[config.mk]
export PLATFORM = sky130hd
export DESIGN_NAME = rx_clksrc_ctrl
export DESIGN_NICKNAME = d
export VERILOG_FILES = /design/src/rtl/rx_clksrc_pkg.sv /design/src/rtl/rx_lock_sync.sv /design/src/rtl/rx_lock_filter.sv /design/src/rtl/rx_clksrc_decode.sv /design/src/rtl/rx_clksrc_ctrl.sv
export SDC_FILE = /design/constraint.sdc
export NUM_CORES = 1
export LEC_CHECK = 0
export BUFFER_PORTS_ARGS = -buffer_cell sky130_fd_sc_hd__buf_4
export CAP_MARGIN = 20
export CORE_AREA = 3 3 40 42
export DETAILED_ROUTE_END_ITERATION = 8
export DIE_AREA = 0 0 43 45
export MAX_ROUTING_LAYER = met4
export PLACE_DENSITY = 0.68
export SLEW_MARGIN = 20
export SYNTH_ARGS = -nofsm -noshare
export SYNTH_HDL_FRONTEND = slang
export SYNTH_SLANG_ARGS = --single-unit
[constraint.sdc]
create_clock -name clk -period 1.65 [get_ports clk]
set_input_delay 0 -clock clk [delete_from_list [all_inputs] [get_ports clk]]
set_output_delay 0 -clock clk [all_outputs]
set_load 0.1 [all_outputs]
[src/rtl/rx_clksrc_pkg.sv]
package rx_clksrc_pkg;

   typedef enum logic [1:0] {
      CS_PLL_ONLY  = 2'b00,
      CS_XTAL_ONLY = 2'b01,
      CS_AUTO      = 2'b10,
      CS_XTAL_MON  = 2'b11
   } cs_mode_e;

   localparam logic [1:0] RATE_NO_XTAL = 2'b11;

   typedef struct packed {
      logic clk_xtal;
      logic data_aux;
      logic pll_on;
      logic xtal_on;
   } cs_route_t;

   function automatic cs_route_t cs_route(cs_mode_e m, logic locked, logic [1:0] rate);
      cs_route_t r;
      r.clk_xtal = 1'b1;
      r.data_aux = 1'b1;
      r.pll_on   = 1'b1;
      r.xtal_on  = 1'b1;
      case (m)
         CS_PLL_ONLY: begin
            r.clk_xtal = 1'b0;
            r.data_aux = 1'b0;
            r.xtal_on  = (rate != RATE_NO_XTAL);
         end
         CS_XTAL_ONLY: r.pll_on = 1'b0;
         CS_AUTO: begin
            r.clk_xtal = ~locked;
            r.data_aux = ~locked;
         end
         default: r.pll_on = 1'b1;
      endcase
      return r;
   endfunction

endpackage

[src/rtl/rx_lock_sync.sv]
module rx_lock_sync #(
   parameter int STAGES = 2
) (
   input  logic clk,
   input  logic rst_n,
   input  logic d,
   output logic q
);
   logic [STAGES-1:0] chain_q;

   generate
      if (STAGES < 2) begin : g_bad_stages
         $error("rx_lock_sync: STAGES must be at least 2");
      end
   endgenerate

   always_ff @(posedge clk or negedge rst_n) begin
      if (!rst_n) chain_q <= '0;
      else        chain_q <= {chain_q[STAGES-2:0], d};
   end

   assign q = chain_q[STAGES-1];
endmodule

[src/rtl/rx_lock_filter.sv]
module rx_lock_filter #(
   parameter int STABLE_CYCLES = 16
) (
   input  logic clk,
   input  logic rst_n,
   input  logic raw,
   output logic qual
);
   generate
      if (STABLE_CYCLES < 0) begin : g_bad_cycles
         $error("rx_lock_filter: STABLE_CYCLES must not be negative");
      end

      if (STABLE_CYCLES == 0) begin : g_bypass
         assign qual = raw;
      end else begin : g_debounce
         localparam int CNT_W = (STABLE_CYCLES > 1) ? $clog2(STABLE_CYCLES) : 1;
         localparam logic [CNT_W-1:0] LAST = CNT_W'(STABLE_CYCLES - 1);
         logic [CNT_W-1:0] run_q;
         logic             qual_q;

         always_ff @(posedge clk or negedge rst_n) begin
            if (!rst_n) begin
               run_q  <= '0;
               qual_q <= 1'b0;
            end else if (raw == qual_q) begin
               run_q <= '0;
            end else if (run_q == LAST) begin
               run_q  <= '0;
               qual_q <= raw;
            end else begin
               run_q <= run_q + 1'b1;
            end
         end

         assign qual = qual_q;
      end
   endgenerate
endmodule

[src/rtl/rx_clksrc_decode.sv]
module rx_clksrc_decode
   import rx_clksrc_pkg::*;
(
   input  logic       clk,
   input  logic       rst_n,
   input  logic [1:0] mode_sel,
   input  logic [1:0] rate_sel,
   input  logic       locked,
   output cs_route_t  route
);
   cs_mode_e  mode_q;
   logic [1:0] rate_q;
   cs_route_t route_q;

   always_ff @(posedge clk or negedge rst_n) begin
      if (!rst_n) begin
         mode_q  <= CS_PLL_ONLY;
         rate_q  <= 2'b00;
         route_q <= cs_route(CS_PLL_ONLY, 1'b0, 2'b00);
      end else begin
         mode_q  <= cs_mode_e'(mode_sel);
         rate_q  <= rate_sel;
         route_q <= cs_route(mode_q, locked, rate_q);
      end
   end

   assign route = route_q;
endmodule

[src/rtl/rx_clksrc_ctrl.sv]
module rx_clksrc_ctrl
   import rx_clksrc_pkg::*;
#(
   parameter int SYNC_STAGES   = 2,
   parameter int STABLE_CYCLES = 16
) (
   input  logic       clk,
   input  logic       rst_n,
   input  logic [1:0] mode_sel,
   input  logic [1:0] rate_det_sel,
   input  logic       pll_lock,
   input  logic       sync_err,
   output logic       clk_sel_xtal,
   output logic       data_sel_aux,
   output logic       pll_pwr_en,
   output logic       xtal_en,
   output logic       unlock_flag
);
   logic      lock_raw;
   logic      lock_sync;
   logic      lock_qual;
   cs_route_t route;

   // a bad sync interval counts as loss of lock
   assign lock_raw = pll_lock & ~sync_err;

   rx_lock_sync #(.STAGES(SYNC_STAGES)) u_sync (
      .clk(clk), .rst_n(rst_n), .d(lock_raw), .q(lock_sync)
   );

   rx_lock_filter #(.STABLE_CYCLES(STABLE_CYCLES)) u_filter (
      .clk(clk), .rst_n(rst_n), .raw(lock_sync), .qual(lock_qual)
   );

   rx_clksrc_decode u_decode (
      .clk(clk), .rst_n(rst_n), .mode_sel(mode_sel), .rate_sel(rate_det_sel),
      .locked(lock_qual), .route(route)
   );

   assign clk_sel_xtal = route.clk_xtal;
   assign data_sel_aux = route.data_aux;
   assign pll_pwr_en   = route.pll_on;
   assign xtal_en      = route.xtal_on;
   assign unlock_flag  = ~lock_sync;
endmodule

After elaboration in Yosys (flattened, before gate mapping)
Index checks and enable logic that the tools add are counted. Widths: inputs -> output; s select.

RAM bits: 0. Register bits after elaboration: 15. Input port bits: 8. Bits in read-only memories: 0. Memories: 0. Word-level logic and storage cells: 27. Output and inout port bits: 5. Latch bits: 0.

Eq/ne operators: 5. Div/mod/pow operators: 0. $mul: 0. Multiplexer cells: 5. Shift operators: 0. Bitwise gates (word level): 5. $add $sub $neg: 1. Magnitude comparators: 0. Reduce and logical (&&, ||, !) cells: 2.

Operators with widths (number): $mux 4 (2); $add 4x1->4 const B (1); $eq 4x4->1 const B (1); $not 1->1 (4); $pmux 2 s2 (1); $eq 2x1->1 const B (1); $eq 2x2->1 const B (1); $logic_not 2->1 (1); $mux 1 (2); $ne 2x2->1 const B (1); $reduce_and 2->1 (1); $and 1x1->1 (1); $eq 1x1->1 (1).

Longest topological paths before layout
Depth in word-level cells: 3. Depth in mapped cells: 4. Depth with buffers taken out: 4.

Cells and area by module
Synthesis repeated with hierarchy kept, for this count alone.

Cell total of the unflattened synthesis: 35. Area, all modules: 509.2 sq um.

By module, submodules not included: rx_lock_filter (times used 1, area each 230.2 sq um, cells each 18, seq. area each 125.1 sq um); rx_clksrc_decode (times used 1, area each 211.5 sq um, cells each 13, seq. area each 177.7 sq um); rx_lock_sync (times used 1, area each 50.0 sq um, cells each 2, seq. area each 50.0 sq um); rx_clksrc_ctrl (times used 1, area each 17.5 sq um, cells each 2, seq. area each 0.0 sq um).

Worst setup path after synthesis
OpenSTA, ideal clock, no wires.

Kind: register -> output. Start: register u_decode.route[3] (netlist name). End: output data_sel_aux. Setup slack: 0.326 ns. Required time: 1.650 ns. Data arrival time: 1.324 ns. Buffers on the path: 1. Cell stages (with the launch flop): 2. Cells stage by stage: dfrtp_1 -> buf_4.

RTL lines: to (decl) (line rx_clksrc_ctrl.sv:14) `output logic data_sel_aux,`.

Worst setup path after layout
Start: input sync_err. End: register u_sync.chain_q[0].

Word-level cells in the longest chain between the ends: 2.

Ends and longest elaborated chain: from (decl) (line rx_clksrc_ctrl.sv:12) `input logic sync_err,`; $not 1->1 (line rx_clksrc_ctrl.sv:25) `assign lock_raw = pll_lock & ~sync_err;`; $and 1x1->1 (line rx_clksrc_ctrl.sv:25); via lock_raw (line rx_clksrc_ctrl.sv:19) `logic lock_raw;`; to (signal assigned) (line rx_lock_sync.sv:19) `else chain_q <= {chain_q[STAGES-2:0], d};`; to (decl) (line rx_lock_sync.sv:9) `logic [STAGES-1:0] chain_q;`.

The timed path passes the listed nets, and every way through them passes these cells. A chain may end at the register's enable or synchronous reset.

==> results.sh <==
export IMPL_status="completed"
export IMPL_drtIter0Drc=1
export IMPL_grt_use_total_pct=9.895
export IMPL_post_cts_resized=0
export IMPL_setup_viol=0
export IMPL_grt_use_met2_pct=13.47
export IMPL_finClkSkew_ns=0.001218
export IMPL_critical_path_top_delay_family="buffers and inverters"
export IMPL_clock_latency_ns=0.27
export IMPL_die_w_um=43
export IMPL_syn_to_final_growth_pct=42.35
export IMPL_cp_buffers_inverters=3
export IMPL_worst_path_largest_cell_delay_ns=0.55
export IMPL_drive_above_1_share_pct=32.76
export IMPL_tightest_slew_ns=0.3506
export IMPL_io_buffers=12
export IMPL_fmax_mhz=924.3
export IMPL_grt_pass1_vias=311
export IMPL_synth_seq_area_share_pct=71.94
export IMPL_fin_crit_ns=1.082
export IMPL_start_kind="input port"
export IMPL_postLayoutCoreUtil_pct=54.33
export IMPL_cts_sinks=14
export IMPL_syn_avg_cell_area_sq_um=13.62
export IMPL_wl_per_cell_um=10.07
export IMPL_worstPathRequired_ns=1.86
export IMPL_p_per_area_nw_per_um2=995.2
export IMPL_end_kind="flip-flop"
export IMPL_diodes=0
export IMPL_worstPathArrival_ns=1.29
export IMPL_crit_chain="dlygate4sd3_1 -> buf_4 -> nor2b_1 -> dlygate4sd3_1"
export IMPL_drv_cap=0
export IMPL_top_usage_layer="met2"
export IMPL_gp_congestion=0.5597
export IMPL_route_detailed_drc=0
export IMPL_clock_path_buffers=2
export IMPL_drv_slew=0
export IMPL_worstPathMaxFanout=1
export IMPL_first_pass_iters=2
export IMPL_cts_setup_buffers=0
export IMPL_final_nets=68
export IMPL_htree_levels=1
export IMPL_die_area_sq_um=1935
export IMPL_path_clk_slew_ns=0.08
export IMPL_cp_common_cell="dlygate4sd3_1"
export IMPL_via_per_inst=4.384
export IMPL_dp_cells=62
export IMPL_synth_area_leader_cell="dfrtp_1"
export IMPL_rows=13
export IMPL_hp_class="input port to asynchronous set/reset pin"
export IMPL_vias=320
export IMPL_worstSetupPathType="input port to flip-flop"
export IMPL_hold_viol=0
export IMPL_synth_seq_cells=14
export IMPL_synth_area_top_cells="dfrtp_1 61%, dfstp_2 11%, xnor2_1 3.6%, ha_1 2.6%, nor2b_1 2.6%"
export IMPL_synth_nets=45
export IMPL_cts_root_buf="clkbuf_4"
export IMPL_die_y_um=45
export IMPL_use_met1_pct=12.02
export IMPL_relSlewSlack_pct=76.46
export IMPL_drt_total_wl_um=735
export IMPL_io_pins=13
export IMPL_antenna_found_initial=0
export IMPL_grt_max_degree=15
export IMPL_design_core_area_sq_um=1285
export IMPL_period_share_pct=65.57
export IMPL_tritoncts="built"
export IMPL_fin_cells=73
export IMPL_initial_core_util_pct=38.17
export IMPL_slowest_stage="dlygate4sd3_1"
export IMPL_use_met3_pct=4.781
export IMPL_synth_distinct_cells=16
export IMPL_worst_ir_drop_vdd_mv=0.5279
export IMPL_syn_area_sq_um=490.5
export IMPL_leakage_nw=0.3180
export IMPL_grt_ovfl_total=0
export IMPL_drtAntennaViolNets=0
export IMPL_yosysWarningCount=0
export IMPL_netlist_instances=36
export IMPL_rsz0062_at_grt="no"
export IMPL_r2r_start="u_filter.g_debounce.run_q[0]"
export IMPL_cts_made_buffers=3
export IMPL_grt_pass1_wl_um=1317
export IMPL_startpoint="sync_err"
export IMPL_synth_top_area_share_pct=61.22
export IMPL_hold_buffers=7
export IMPL_tns_ns=0
export IMPL_power_total_mw=0.6948
## cells in the final DEF, fill, tap and decap left out
cell type      count
dfrtp_1           12
inv_1              3
dlygate4sd3_1      7
clkbuf_4           3
xnor2_1            2
nor2_1             2
o21ai_0            2
nand3_1            2
a21oi_1            2
nand4b_1           1
dfstp_2            2
ha_1               1
buf_4             12
nor2b_1            2
a21o_1             1
nand2_1            1
clkbuf_8           1
nor3b_2            1
nand2b_1           1
## state kept, by name, summed over array words and instances, names as in the netlist
| register | cells |
|---|---|
| u_decode.route | 3 |
| u_decode.mode_q | 2 |
| u_decode.rate_q | 2 |
| u_sync.chain_q | 2 |
| u_filter.g_debounce.run_q | 4 |
| u_filter.qual | 1 |
## per-stage QoR
stage | hold slack [ns] | setup WS (ns) | cell area, sq um
CTS | 0.08935 | 0.5534 | 698.2
floorplan | -0.2956 | 0.3260 | 490.5
finish | 0.09799 | 0.5681 | 698.2
detailed placement | -0.1447 | 0.5956 | 591.8
global placement | -0.1462 | 0.6200 | 591.8
global route | 0.1061 | 0.4763 | 698.2
## kinds of logic after synthesis
kind of cell	count (synthesis)	share of synthesized area [%]
fa+ha+maj	1	2.551
simple gates	10	12.50
compound gates	5	5.613
xor+xnor	2	3.572
flops	14	71.94
buf+inv	4	3.827
## final cells by class
class | count | area (sq um)
tap | 15 | 18.77
multi-input combinational | 18 | 118.9
sequential | 14 | 352.8
clock buffer | 4 | 36.28
inverter | 3 | 11.26
timing repair buffer | 19 | 160.2
fill | 114 | 586.8
## routing by layer
| metal | wire length, um | up-vias |
|---|---|---|
| li1 | - | 160 |
| met1 | 360 | 148 |
| met2 | 317 | 12 |
| met3 | 57 | 0 |
| met4 | 0 | 0 |
| met5 | 0 | - |
## power by group
part           internal, mW  total (mW)  switching [mW]  leakage, nW
registers             0.357       0.364         0.00704        0.173
clock network         0.134       0.237           0.103       0.0210
logic                0.0343      0.0937          0.0594        0.124
## cells in the mapped netlist
| master | number |
|---|---|
| dfrtp_1 | 12 |
| inv_1 | 3 |
| a21oi_1 | 2 |
| dfstp_2 | 2 |
| nand3_1 | 2 |
| nor2_1 | 2 |
| nor2b_1 | 2 |
| o21ai_0 | 2 |
| xnor2_1 | 2 |
| a21o_1 | 1 |
| buf_4 | 1 |
| ha_1 | 1 |
| nand2_1 | 1 |
| nand2b_1 | 1 |
| nand4b_1 | 1 |
| nor3b_2 | 1 |
## path summary, 6_finish.rpt
| kind | end | slack (ns) | depth (start not counted) |
|---|---|---|---|
| worst max-delay path | u_sync.chain_q[0] | 0.57 | 4 |
| worst min-delay path | u_filter.g_debounce.run_q[1] | 0.1 | 2 |
| worst max register to register | u_filter.g_debounce.run_q[3] | 0.58 | 4 |
| worst min register to register | u_sync.chain_q[1] | 0.36 | 0 |
| max in group asynchronous | u_decode.route[0] | 1.31 | 2 |
| min in group clk | u_sync.chain_q[1] | 0.36 | 0 |
No activity file was read; power rests on OpenSTA's default activity.
